## src/rtl/sdcmd_pkg.sv

```systemverilog
package sdcmd_pkg;

  localparam int FRAME_W     = 48;
  localparam int LONG_W      = 136;
  localparam int LONG_DATA_W = 128;
  localparam int CRC_W       = 7;
  localparam int CRC_MSG_W   = FRAME_W - CRC_W - 1;

  localparam logic [7:0] OFF_ARG  = 8'h08;
  localparam logic [7:0] OFF_CMD  = 8'h0C;
  localparam logic [7:0] OFF_RSP0 = 8'h14;
  localparam logic [7:0] OFF_RSP1 = 8'h18;
  localparam logic [7:0] OFF_RSP2 = 8'h1C;
  localparam logic [7:0] OFF_RSP3 = 8'h20;
  localparam logic [7:0] OFF_STAT = 8'h34;
  localparam logic [7:0] OFF_CLR  = 8'h38;

  localparam int CB_EN   = 12;
  localparam int FB_CRC  = 0;
  localparam int FB_TO   = 2;
  localparam int FB_REND = 6;
  localparam int FB_SENT = 7;

  localparam logic [31:0] CMD_KEEP  = 32'h0000_13FF;
  localparam logic [31:0] FLAG_KEEP = 32'h0000_00C5;

  typedef enum logic [1:0] {
    RSP_NONE        = 2'd0,
    RSP_SHORT       = 2'd1,
    RSP_SHORT_NOCRC = 2'd2,
    RSP_LONG        = 2'd3
  } rsp_kind_e;

  typedef enum logic [1:0] {
    CTL_IDLE = 2'd0,
    CTL_SEND = 2'd1,
    CTL_WAIT = 2'd2
  } ctl_state_e;

  typedef enum logic [1:0] {
    RX_OK      = 2'd0,
    RX_CRCERR  = 2'd1,
    RX_TIMEOUT = 2'd2
  } rx_res_e;

  // Serial CRC7, x^7 + x^3 + 1, MSB of the message first, zero seed.
  function automatic logic [CRC_W-1:0] crc7_calc(input logic [CRC_MSG_W-1:0] msg);
    logic [CRC_W-1:0] acc;
    logic             fb;
    acc = '0;
    for (int i = CRC_MSG_W - 1; i >= 0; i--) begin
      fb  = msg[i] ^ acc[CRC_W-1];
      acc = {acc[CRC_W-2:0], 1'b0};
      if (fb) acc = acc ^ 7'h09;
    end
    return acc;
  endfunction

endpackage

```

## src/rtl/sdcmd_tx.sv

```systemverilog
module sdcmd_tx
  import sdcmd_pkg::*;
(
  input  logic               clk,
  input  logic               rst_n,
  input  logic               bus_tick,
  input  logic               load,
  input  logic [FRAME_W-1:0] frame,
  output logic               line_out,
  output logic               line_oe,
  output logic               done
);

  localparam int CNT_W = $clog2(FRAME_W + 1);

  logic [FRAME_W-1:0] sr_q, sr_d;
  logic [CNT_W-1:0]   cnt_q, cnt_d;
  logic               busy_q, busy_d;
  logic               done_q, done_d;

  always_comb begin
    sr_d   = sr_q;
    cnt_d  = cnt_q;
    busy_d = busy_q;
    done_d = 1'b0;
    if (load) begin
      sr_d   = frame;
      cnt_d  = CNT_W'(FRAME_W);
      busy_d = 1'b1;
    end else if (busy_q && bus_tick) begin
      sr_d  = {sr_q[FRAME_W-2:0], 1'b1};
      cnt_d = cnt_q - 1'b1;
      if (cnt_q == CNT_W'(1)) begin
        busy_d = 1'b0;
        done_d = 1'b1;
      end
    end
  end

  always_ff @(posedge clk or negedge rst_n) begin
    if (!rst_n) begin
      sr_q   <= '1;
      cnt_q  <= '0;
      busy_q <= 1'b0;
      done_q <= 1'b0;
    end else begin
      sr_q   <= sr_d;
      cnt_q  <= cnt_d;
      busy_q <= busy_d;
      done_q <= done_d;
    end
  end

  assign line_out = busy_q ? sr_q[FRAME_W-1] : 1'b1;
  assign line_oe  = busy_q;
  assign done     = done_q;


  tx_count_chk: assert property (@(posedge clk) disable iff (!rst_n)
    busy_q |-> ((cnt_q != '0) && (cnt_q <= CNT_W'(FRAME_W))));


  tx_hold_chk: assert property (@(posedge clk) disable iff (!rst_n)
    (busy_q && !bus_tick && !load) |=> ($stable(sr_q) && $stable(line_out)));

endmodule

```

## src/rtl/sdcmd_rx.sv

```systemverilog
module sdcmd_rx
  import sdcmd_pkg::*;
#(
  parameter int TIMEOUT = 64
) (
  input  logic                   clk,
  input  logic                   rst_n,
  input  logic                   bus_tick,
  input  logic                   arm,
  input  logic                   long_mode,
  input  logic                   chk_crc,
  input  logic                   line_in,
  output logic                   done,
  output rx_res_e                result,
  output logic [LONG_DATA_W-1:0] data_o
);

  localparam int CNT_W = $clog2(LONG_W + 1);
  localparam int TO_W  = $clog2(TIMEOUT + 1);

  typedef enum logic [1:0] {RXS_IDLE, RXS_HUNT, RXS_TAKE} rx_state_e;

  rx_state_e              st_q, st_d;
  logic [LONG_DATA_W-1:0] sr_q, sr_d;
  logic [CNT_W-1:0]       cnt_q, cnt_d;
  logic [TO_W-1:0]        wcnt_q, wcnt_d;
  logic                   done_q, done_d;
  logic                   to_q, to_d;
  logic                   long_q, long_d;
  logic                   chk_q, chk_d;
  logic                   crc_bad;

  always_comb begin
    st_d   = st_q;
    sr_d   = sr_q;
    cnt_d  = cnt_q;
    wcnt_d = wcnt_q;
    done_d = 1'b0;
    to_d   = to_q;
    long_d = long_q;
    chk_d  = chk_q;
    case (st_q)
      RXS_IDLE: begin
        if (arm) begin
          st_d   = RXS_HUNT;
          wcnt_d = '0;
          to_d   = 1'b0;
          long_d = long_mode;
          chk_d  = chk_crc;
        end
      end
      RXS_HUNT: begin
        if (bus_tick) begin
          if (!line_in) begin
            st_d  = RXS_TAKE;
            cnt_d = long_q ? CNT_W'(LONG_W - 1) : CNT_W'(FRAME_W - 1);
          end else if (wcnt_q == TO_W'(TIMEOUT - 1)) begin
            st_d   = RXS_IDLE;
            done_d = 1'b1;
            to_d   = 1'b1;
          end else begin
            wcnt_d = wcnt_q + 1'b1;
          end
        end
      end
      RXS_TAKE: begin
        if (bus_tick) begin
          sr_d  = {sr_q[LONG_DATA_W-2:0], line_in};
          cnt_d = cnt_q - 1'b1;
          if (cnt_q == CNT_W'(1)) begin
            st_d   = RXS_IDLE;
            done_d = 1'b1;
          end
        end
      end
      default: st_d = RXS_IDLE;
    endcase
  end

  always_ff @(posedge clk or negedge rst_n) begin
    if (!rst_n) begin
      st_q   <= RXS_IDLE;
      sr_q   <= '0;
      cnt_q  <= '0;
      wcnt_q <= '0;
      done_q <= 1'b0;
      to_q   <= 1'b0;
      long_q <= 1'b0;
      chk_q  <= 1'b0;
    end else begin
      st_q   <= st_d;
      sr_q   <= sr_d;
      cnt_q  <= cnt_d;
      wcnt_q <= wcnt_d;
      done_q <= done_d;
      to_q   <= to_d;
      long_q <= long_d;
      chk_q  <= chk_d;
    end
  end

  // Short frame after the start bit sits in sr_q[46:0]: the CRC covers
  // the start bit (0) plus bits 46:8, and is carried in bits 7:1.
  assign crc_bad = chk_q && !long_q &&
                   (crc7_calc({1'b0, sr_q[FRAME_W-2:CRC_W+1]}) != sr_q[CRC_W:1]);

  assign done   = done_q;
  assign result = to_q ? RX_TIMEOUT : (crc_bad ? RX_CRCERR : RX_OK);
  assign data_o = sr_q;


  rx_wait_bound_chk: assert property (@(posedge clk) disable iff (!rst_n)
    (st_q == RXS_HUNT) |-> (wcnt_q < TO_W'(TIMEOUT)));


  rx_hold_chk: assert property (@(posedge clk) disable iff (!rst_n)
    (!bus_tick && !arm) |=> $stable(sr_q));

endmodule

```

## src/rtl/sdcmd_engine.sv

```systemverilog
module sdcmd_engine
  import sdcmd_pkg::*;
#(
  parameter int RSP_TIMEOUT = 64,
  parameter int ADDR_W      = 8
) (
  input  logic              clk,
  input  logic              rst_n,
  input  logic              bus_tick,
  input  logic              reg_we,
  input  logic [ADDR_W-1:0] reg_addr,
  input  logic [31:0]       reg_wdata,
  output logic [31:0]       reg_rdata,
  output logic              cmd_out,
  output logic              cmd_oe,
  input  logic              cmd_in
);

  localparam int RSP_WORDS = LONG_DATA_W / 32;

  // Reset: asserted asynchronously, released on a clock edge.
  logic [1:0] rst_sync_q;
  logic       rst_core_n;

  always_ff @(posedge clk or negedge rst_n) begin
    if (!rst_n) rst_sync_q <= 2'b00;
    else        rst_sync_q <= {rst_sync_q[0], 1'b1};
  end
  assign rst_core_n = rst_sync_q[1];

  ctl_state_e             state_q, state_d;
  logic [31:0]            arg_q, cmd_q, cmd_d, flags_q, flags_d;
  logic [31:0]            resp_q [RSP_WORDS];
  logic [31:0]            resp_d [RSP_WORDS];
  logic                   arg_wr, cmd_wr, clr_wr, accept, start;
  logic [31:0]            set_vec, clr_mask;
  logic                   complete;
  rsp_kind_e              kind_q;
  logic [CRC_MSG_W-1:0]   crc_msg;
  logic [FRAME_W-1:0]     frame;
  logic                   tx_done, rx_arm, rx_done;
  rx_res_e                rx_result;
  logic [LONG_DATA_W-1:0] rx_data;

  assign arg_wr = reg_we && (reg_addr == ADDR_W'(OFF_ARG));
  assign cmd_wr = reg_we && (reg_addr == ADDR_W'(OFF_CMD));
  assign clr_wr = reg_we && (reg_addr == ADDR_W'(OFF_CLR));
  assign accept = cmd_wr && (state_q == CTL_IDLE) && !cmd_q[CB_EN];
  assign start  = accept && reg_wdata[CB_EN];
  assign kind_q = rsp_kind_e'(cmd_q[9:8]);

  assign crc_msg = {2'b01, reg_wdata[5:0], arg_q};
  assign frame   = {crc_msg, crc7_calc(crc_msg), 1'b1};

  sdcmd_tx u_tx (
    .clk      (clk),
    .rst_n    (rst_core_n),
    .bus_tick (bus_tick),
    .load     (start),
    .frame    (frame),
    .line_out (cmd_out),
    .line_oe  (cmd_oe),
    .done     (tx_done)
  );

  sdcmd_rx #(.TIMEOUT(RSP_TIMEOUT)) u_rx (
    .clk       (clk),
    .rst_n     (rst_core_n),
    .bus_tick  (bus_tick),
    .arm       (rx_arm),
    .long_mode (kind_q == RSP_LONG),
    .chk_crc   (kind_q == RSP_SHORT),
    .line_in   (cmd_in),
    .done      (rx_done),
    .result    (rx_result),
    .data_o    (rx_data)
  );

  // Control sequence and completion events
  always_comb begin
    state_d = state_q;
    rx_arm  = 1'b0;
    set_vec = '0;
    case (state_q)
      CTL_IDLE: if (start) state_d = CTL_SEND;
      CTL_SEND: begin
        if (tx_done) begin
          if (kind_q == RSP_NONE) begin
            state_d          = CTL_IDLE;
            set_vec[FB_SENT] = 1'b1;
          end else begin
            state_d = CTL_WAIT;
            rx_arm  = 1'b1;
          end
        end
      end
      CTL_WAIT: begin
        if (rx_done) begin
          state_d = CTL_IDLE;
          case (rx_result)
            RX_OK:     set_vec[FB_REND] = 1'b1;
            RX_CRCERR: set_vec[FB_CRC]  = 1'b1;
            default:   set_vec[FB_TO]   = 1'b1;
          endcase
        end
      end
      default: state_d = CTL_IDLE;
    endcase
  end

  assign complete = (set_vec != '0);
  assign clr_mask = clr_wr ? reg_wdata : '0;
  assign flags_d  = ((flags_q & ~clr_mask) | set_vec) & FLAG_KEEP;

  always_comb begin
    cmd_d = cmd_q;
    if (accept)        cmd_d = reg_wdata & CMD_KEEP;
    else if (complete) cmd_d = cmd_q & ~(32'd1 << CB_EN);
  end

  // Response capture: long fills all words, short only the first
  always_comb begin
    for (int w = 0; w < RSP_WORDS; w++) resp_d[w] = resp_q[w];
    if ((state_q == CTL_WAIT) && rx_done && (rx_result != RX_TIMEOUT)) begin
      if (kind_q == RSP_LONG) begin
        for (int w = 0; w < RSP_WORDS; w++)
          resp_d[w] = rx_data[LONG_DATA_W-1-32*w -: 32];
      end else begin
        resp_d[0] = rx_data[CRC_MSG_W-1:CRC_W+1];
      end
    end
  end

  always_ff @(posedge clk or negedge rst_core_n) begin
    if (!rst_core_n) begin
      state_q <= CTL_IDLE;
      arg_q   <= '0;
      cmd_q   <= '0;
      flags_q <= '0;
      for (int w = 0; w < RSP_WORDS; w++) resp_q[w] <= '0;
    end else begin
      state_q <= state_d;
      if (arg_wr) arg_q <= reg_wdata;
      cmd_q   <= cmd_d;
      flags_q <= flags_d;
      for (int w = 0; w < RSP_WORDS; w++) resp_q[w] <= resp_d[w];
    end
  end

  always_comb begin
    case (reg_addr)
      ADDR_W'(OFF_ARG):  reg_rdata = arg_q;
      ADDR_W'(OFF_CMD):  reg_rdata = cmd_q;
      ADDR_W'(OFF_RSP0): reg_rdata = resp_q[0];
      ADDR_W'(OFF_RSP1): reg_rdata = resp_q[1];
      ADDR_W'(OFF_RSP2): reg_rdata = resp_q[2];
      ADDR_W'(OFF_RSP3): reg_rdata = resp_q[3];
      ADDR_W'(OFF_STAT): reg_rdata = flags_q;
      default:           reg_rdata = '0;
    endcase
  end


  line_released_chk: assert property (@(posedge clk) disable iff (!rst_core_n)
    (state_q == CTL_WAIT) |-> !cmd_oe);


  ignored_write_chk: assert property (@(posedge clk) disable iff (!rst_core_n)
    (cmd_wr && (state_q != CTL_IDLE)) |=> $stable(cmd_q[9:0]));


  sticky_flags_chk: assert property (@(posedge clk) disable iff (!rst_core_n)
    !clr_wr |=> ((flags_q & $past(flags_q)) == $past(flags_q)));


  sent_kind_chk: assert property (@(posedge clk) disable iff (!rst_core_n)
    $rose(flags_q[FB_SENT]) |-> (cmd_q[9:8] == 2'b00));

endmodule

```

## config.mk

```make
export PLATFORM = sky130hd
export DESIGN_NAME = sdcmd_engine
export DESIGN_NICKNAME = d
export VERILOG_FILES = /design/src/rtl/sdcmd_pkg.sv /design/src/rtl/sdcmd_tx.sv /design/src/rtl/sdcmd_rx.sv /design/src/rtl/sdcmd_engine.sv
export SDC_FILE = /design/constraint.sdc
export NUM_CORES = 1
export LEC_CHECK = 0
export ABC_AREA = 1
export CAP_MARGIN = 20
export CORE_MARGIN = 1
export CORE_UTILIZATION = 66
export CTS_CLUSTER_DIAMETER = 200
export CTS_CLUSTER_SIZE = 20
export DETAILED_ROUTE_END_ITERATION = 10
export GPL_TIMING_DRIVEN = 0
export HOLD_SLACK_MARGIN = 0.03
export PLACE_DENSITY = 0.86
export SLEW_MARGIN = 15
export SYNTH_ARGS = -nofsm -noshare
export SYNTH_HDL_FRONTEND = slang
export SYNTH_SLANG_ARGS = --single-unit
```

## constraint.sdc

```tcl
create_clock -name clk -period 27.7 [get_ports clk]
set_input_delay 2.77 -clock clk [delete_from_list [all_inputs] [get_ports clk]]
set_output_delay 2.77 -clock clk [all_outputs]
set_load 0.005 [all_outputs]
```

==> results of run 1 <==
## path summary, 6_finish.rpt
path | start | to | slack [ns]
worst max-delay path | reg_addr[4] | reg_rdata[12] | 18.97
worst min-delay path | rst_sync_q[1] | u_rx.data_o[56] | 0.19
worst max register to register | state_q[0] | u_tx.sr_q[41] | 24.61
worst min register to register | rst_sync_q[1] | u_rx.data_o[56] | 0.19
max in group asynchronous | rst_n | rst_sync_q[1] | 25.20
min in group clk | rst_sync_q[0] | rst_sync_q[1] | 0.36
## power by group through the flow
stage | Combinational [mW] | Sequential [mW] | Clock (mW)
floorplan | 0.190 | 0.658 | 0
CTS | 0.273 | 0.649 | 0.343
detailed placement | 0.271 | 0.659 | 0
global route | 0.309 | 0.655 | 0.365
finish | 0.275 | 0.650 | 0.344
global placement | 0.243 | 0.667 | 0
## registers in the layout (all words and copies together) (netlist names), 2 cells and up
name         cells
flags_q          4
u_tx.cnt_q       6
u_rx.wcnt_q      7
u_rx.data_o    128
resp_q         128
state_q          2
rst_sync_q       2
cmd_q           11
u_rx.st_q        2
u_tx.sr_q       47
arg_q           32
u_rx.cnt_q       8
## metal layers
metal  vias up  part of all wire (%)  track usage, %
li1       7782                     -               -
met5         -                 0.032               0
met4         2                   7.5           25.15
met2       933                    47           65.54
met3       266                   8.3           5.628
met1      8236                    38           50.30
## kinds of logic (layout without fill, tap and decap cells)
| logic type | after synthesis | in the layout | share of synthesized area [%] |
|---|---|---|---|
| adder cells (fa/ha/maj) | 8 | 8 | 0.5354 |
| multiplexers | 4 | 4 | 0.2342 |
| AO/OA/AOI/OAI | 499 | 499 | 15.40 |
| flip-flops | 383 | 383 | 51.57 |
| AND/OR/NAND/NOR | 986 | 986 | 21.45 |
| other | 1 | 2 | 0.02006 |
| buffers and inverters | 418 | 536 | 8.398 |
| XOR/XNOR | 45 | 45 | 2.389 |
## cells in the mapped netlist (2+ instances only)
cell type / number / area share (%)
nand2_1: 700 / 14
dfrtp_1: 336 / 45
o21ai_0: 321 / 8.6
inv_1: 298 / 6.0
nand3_1: 158 / 4.2
clkbuf_1: 98 / 2.0
nor2_1: 83 / 1.7
o211ai_1: 63 / 2.5
dfstp_2: 47 / 6.6
a21oi_1: 43 / 1.2
xor2_1: 31 / 1.5
a221oi_1: 24 / 1.1
inv_2: 13 / 0.26
o22ai_1: 13 / 0.43
nand2_2: 11 / 0.37
nor3_1: 11 / 0.29
ha_1: 8 / 0.54
a31oi_1: 7 / 0.23
a32o_1: 7 / 0.37
nand4_1: 7 / 0.23
xnor2_1: 7 / 0.33
buf_1: 6 / 0.12
nor4_1: 6 / 0.20
o2111ai_1: 5 / 0.23
o221ai_1: 4 / 0.19
or2_2: 4 / 0.13
xor2_2: 4 / 0.35
a211oi_1: 3 / 0.12
mux2_2: 3 / 0.18
o31ai_1: 3 / 0.12
xnor2_2: 3 / 0.26
clkinv_1: 2 / 0.040
nand3_2: 2 / 0.11
o311ai_0: 2 / 0.094
## cell type report
type / count / area share (%)
timing repair buffer: 85 / 4.649
multi-input combinational: 1543 / 36.02
buffer: 105 / 1.903
inverter: 313 / 5.655
antenna: 1 / 0.01204
clock buffer: 31 / 2.915
tap: 378 / 2.276
clock inverter: 2 / 0.1385
sequential: 383 / 46.43
## metrics by stage
| stage | setup WS [ns] | cell area [um^2] | power (mW) | util, % |
|---|---|---|---|---|
| CTS | 19.12 | 20770 | 1.265 | 74.57 |
| global placement | 12.62 | 19950 | 0.9102 | 71.62 |
| floorplan | 16.32 | 18700 | 0.8473 | - |
| detailed placement | 19.12 | 20140 | 0.9302 | 72.30 |
| finish | 18.97 | 20780 | 1.270 | 74.58 |
| global route | 18.93 | 20770 | 1.329 | 74.57 |
## worst reg2reg max path: stages, from the launching register on
cell and delay [ns]:
dfrtp_1 0.45, or2_2 0.33, nor3_1 0.26, nand2_1 0.22, nor2_1 0.30, inv_2 0.20, nand2_1 0.30, clkinv_1 0.35
clkbuf_1 0.36, nand2_1 0.15, o211ai_1 0.10
==> results.tsv, run 1 <==
stage	metric	value	unit
floorplan	dieArea	0.02901	mm^2
run	drv_cap	0	
clocking	hold_buffers	0	
sta	finalCritPeriodShare	31.51	%
min_path	min_path_type	flop to asynchronous set/reset pin	
global_route	antenna_found_initial	2	
finish	fill_cells	2108	
global_route	grt_max_degree	63	
placed_design	gp_congestion	0.9743	
clocking	cts.path.max_buffers	3	
critical_path	cp_top_family	buffers and inverters	
synthesis	synth_cells	2344	
sta	whs	0.1861	ns
synthesis	synth_cell_type_count	45	
sta	max_freq	114.6	MHz
finish	final_cells	2841	
clocking	clk_latency	0.55	ns
clocking	clkSinkCount	383	
placed_design	placedCellCount	2807	
detailed_routing	drt-initial-drc-count	1821	
critical_path	critical-path-slowest-cell	clkdlybuf4s50_1	
critical_path	rr_worst_depth	10	
detailed_routing	first_pass_iters	6	
finish	area_growth	11.12	%
critical_path	crit_buf_inv	4	
power	vdd_drop_max	0.08519	mV
synthesis	syn_area	0.01870	mm^2
synthesis	synth_edf_count	0	
detailed_routing	avgViaCountPerCell	6.061	
sta	setup_violations	0	
sta	rsz0062_at_grt	false	
finish	multi_input_area	0.007485	mm^2
placed_design	portBuffers	78	
floorplan	rows	61	
critical_path	cp.required	24.93	ns
synthesis	async_reset_ff_share	100.0	%
sta	fin_setup_tns	0	ns
detailed_routing	wire_per_inst	19.79	um
critical_path	max_stage_delay	0.61	ns
power	p_switching	0.4068	mW
floorplan	die_y	170.3	um
critical_path	crit_cells	9	
detailed_routing	drc	0	
synthesis	ys_seq_elements	383	
clocking	htreeDepth	1	
finish	mostFrequentLayoutCells	nand2_1, dfrtp_1, o21ai_0	
synthesis	yosysSeqAreaShare	51.57	%
clocking	clkTransAtPathRegs	0.08	ns
power	p_comb_share	21.6	%
power	p_leak	9.514	nW
power	p_int	0.8629	mW
floorplan	ioPinCount	79	
power	pwr-share-seq	51.2	%
sta	hold_viol	0	
finish	final_common_cell	nand2_1	
floorplan	die_x	170.3	um
critical_path	cp.arrival	5.96	ns
sta	final.setup_skew	0.01452	ns
critical_path	cp_max_fo	10	
placed_design	dpl.hpwl	42.97	mm
critical_path	crit_path_end_kind	output pin	
synthesis	synth_ff_type	dfrtp_1	
clocking	cts_tree	yes	
global_route	track_usage	39.98	%
clocking	cts_made_buffers	23	
global_route	grt-ovfl-total	0	
detailed_routing	wl	56.22	mm
sta	relSlewSlack	40.35	%
clocking	clock-root-buffer	clkbuf_16	
floorplan	start_util	67.12	%
critical_path	criticalPathCategory	input pin to output pin	
global_route	grt_pass1_wl	88.26	mm
power	pwr-share-clk	27.1	%
finish	final_layout_size_suffix_gt1_share	5.037	%
sta	min_period	8.729	ns
detailed_routing	ant_nets	0	
sta	slew_violations	0	
sta	worst_pin_slew	0.8948	ns
power	sw_frac_of_total	32.04	%
detailed_routing	vias	17220	
run_status	status	finished, final reports clean	
finish	seq_area	0.009647	mm^2
synthesis	synth.avg_cell_area	7.977	um^2
synthesis	ys_warn_count	0	
global_route	grt_pass1_vias	16690	
clocking	cts_setup_buffers	0	
finish	finalNetCount	2507	
floorplan	core	0.02786	mm^2
power	p_per_area	61.11	mW/mm^2
critical_path	critPathLaunchType	input pin	
clocking	cts_resized	0	
synthesis	synthesis.nets	2397	
critical_path	cp_cell_sequence	clkdlybuf4s50_1 > inv_1 > nor2_1 > nand2_1 > clkbuf_1 > nor2_1 > a221oi_1 > nand4_1 > clkdlybuf4s50_1	
(Power assumes the default switching activity.)
==> inputs of run 2 (changes only) <==
CORE_UTILIZATION = 61   (was 66)
PLACE_DENSITY = 0.8   (was 0.86)
clock period = 8.5 ns   (was 27.7 ns; I/O delays follow)
==> run 2 against run 1 <==
Sequential cell count unchanged. Largest power group unchanged. Cell count increased by 0.39%. Design area about the same. Register-to-register slack got worse by 19 ns. Die area increased by 8.1%. Combinational power increased to 3.3 times the previous value. Clock skew increased by 0.0077 ns. Global-route usage decreased by 3.2 points. Utilization decreased by 5.1 points. Clock-buffer cell count unchanged. Non-clock buffer count decreased by 1. Worst hold slack improved by 0.17 ns.
==> results.tsv, run 2 (same netlist as run 1, synthesis figures left out) <==
stage	metric	value	unit	change
floorplan	die_x	177.1	um	+4.0%
critical_path	max_stage_delay	0.55	ns	-0.06 ns
placed_design	portBuffers	78		unchanged
clocking	htreeDepth	1		unchanged
sta	max_freq	202.7	MHz	
clocking	clkSinkCount	383		unchanged
sta	fin_setup_tns	0	ns	unchanged
clocking	hold_buffers	0		unchanged
sta	finalCritPeriodShare	58.03	%	
run_status	status	finished, final reports clean		
finish	final_cells	2852		+0.39%
clocking	clkTransAtPathRegs	0.08	ns	about the same
detailed_routing	vias	16860		-2.1%
finish	mostFrequentLayoutCells	nand2_1, dfrtp_1, o21ai_0		
global_route	antenna_found_initial	2		unchanged
floorplan	ioPinCount	79		unchanged
global_route	grt-ovfl-total	0		unchanged
clocking	cts_setup_buffers	0		unchanged
floorplan	rows	63		+3.3%
finish	area_growth	11.09	%	about the same
clocking	cts_resized	0		unchanged
sta	hold_viol	0		unchanged
floorplan	dieArea	0.03136	mm^2	+8.1%
detailed_routing	first_pass_iters	6		unchanged
critical_path	cp.arrival	4.08	ns	-1.88 ns
sta	worst_pin_slew	0.9301	ns	+0.03531 ns
run	drv_cap	0		unchanged
global_route	track_usage	36.77	%	-3.2 points
clocking	cts_made_buffers	23		unchanged
global_route	grt_pass1_vias	16040		-3.9%
global_route	grt_max_degree	64		+1.6%
critical_path	crit_path_end_kind	output pin		
detailed_routing	avgViaCountPerCell	5.910		-2.5%
critical_path	endpoint	reg_rdata[20]		
finish	finalNetCount	2506		-0.040%
critical_path	r2r_slack	5.36	ns	-19.25 ns
floorplan	die_y	177.1	um	+4.0%
clocking	cts_tree	yes		
detailed_routing	drc	0		unchanged
global_route	grt_pass1_wl	87.74	mm	-0.59%
global_route	gr-max-usage-layer	met2		
sta	min_period	4.932	ns	
placed_design	gp_congestion	0.9752		about the same
detailed_routing	ant_nets	0		unchanged
global_route	use_met1	48.44	%	-1.9 points
detailed_routing	drt-initial-drc-count	1763		-3.2%
critical_path	reg2reg_from	u_rx.data_o[39]		
power	p_per_area	199.4	mW/mm^2	+230%
global_route	grt_util_met3	4.704	%	-0.92 points
detailed_routing	wl	56.24	mm	about the same
floorplan	start_util	62.59	%	-4.5 points
sta	slew_violations	0		unchanged
critical_path	cp_max_fo	10		unchanged
finish	final_common_cell	nand2_1		
power	vdd_drop_max	0.1786	mV	+110%
placed_design	placedCellCount	2818		+0.39%
critical_path	rr_worst_depth	27		+17
critical_path	startpoint	reg_addr[1]		
placed_design	dpl.hpwl	43.10	mm	+0.30%
floorplan	core	0.02987	mm^2	+7.2%
finish	final_layout_size_suffix_gt1_share	4.998	%	-0.039 points
critical_path	cp_cell_sequence	clkdlybuf4s50_1 > nor2_1 > inv_1 > nor3_1 > nand2_1 > clkbuf_1 > o21ai_0 > a221oi_1 > o21ai_0 > clkdlybuf4s50_1		
clocking	clk_latency	0.56	ns	about the same
critical_path	criticalPathCategory	input pin to output pin		
clocking	clock-root-buffer	clkbuf_16		
clocking	cts.path.max_buffers	3		unchanged
power	p_leak	9.504	nW	about the same
detailed_routing	wire_per_inst	19.72	um	-0.34%
critical_path	cp.required	7.65	ns	-17.28 ns
critical_path	critical-path-slowest-cell	clkdlybuf4s50_1		
critical_path	critPathLaunchType	input pin		
sta	relSlewSlack	37.99	%	-2.4 points
global_route	use_met2	59.62	%	-5.9 points
sta	setup_violations	0		unchanged
sta	rsz0062_at_grt	false		
min_path	min_path_type	flop to asynchronous set/reset pin		
critical_path	reg2reg_to	flags_q[6]		
sta	final.setup_skew	0.02219	ns	+0.007674 ns
run 2: final cells by class:
class,instances,area (um^2)
repair buffers,84,945.9
diodes,1,2.502
clock buffers,31,605.6
clock inverters,2,28.78
flip-flops and latches,383,9647
multi-input cells,1543,7485
plain buffers,105,395.4
fillers,2369,9102
inverters,313,1175
well taps,390,488.0
run 2: worst max-delay path, delay by kind of cell:
kind,cells,cell delay [ns]
buf+inv,4,1.42
simple gates,3,1.15
compound gates,3,0.67
run 2: routing by layer:
metal  routed length (um)  part of all wire, %  vias to the layer above
li1                     -                    -                     7784
met1                22180                   39                     8060
met2                26180                   47                      816
met3                 4411                  7.8                      192
met4                 3445                  6.1                        4
met5                   27                0.048                        -
run 2: power breakdown:
group          leakage (nW)  switching (mW)  internal (mW)  total, mW
clock network         0.307           0.623          0.505       1.13
registers              4.81           0.105           2.01       2.12
logic                  4.39           0.604          0.292      0.895
run 2: through the flow:
step | util [%] | total power [mW] | instance area [um^2] | setup slack (ns) | hold slack (ns)
6_report | 69.53 | 4.142 | 20770 | 3.568 | 0.3611
3_5_place_dp | 67.40 | 3.030 | 20140 | 3.736 | 0.3386
2_1_floorplan | - | 2.760 | 18700 | 2.292 | 0.3311
4_1_cts | 69.52 | 4.135 | 20770 | 3.725 | 0.3635
3_3_place_gp | 66.84 | 2.979 | 19970 | 0.1263 | 0.3401
5_1_grt | 69.52 | 4.351 | 20770 | 3.517 | 0.3702
run 2: how the worst min path moves through the flow:
stage	start	endpoint	depth (start not counted)
3_5_place_dp	rst_sync_q[0]	rst_sync_q[1]	0
4_1_cts	rst_sync_q[0]	rst_sync_q[1]	0
6_report	rst_sync_q[1]	u_rx.data_o[55]	0
5_1_grt	rst_sync_q[0]	rst_sync_q[1]	0
3_3_place_gp	rst_sync_q[0]	rst_sync_q[1]	0
2_1_floorplan	rst_sync_q[0]	rst_sync_q[1]	0
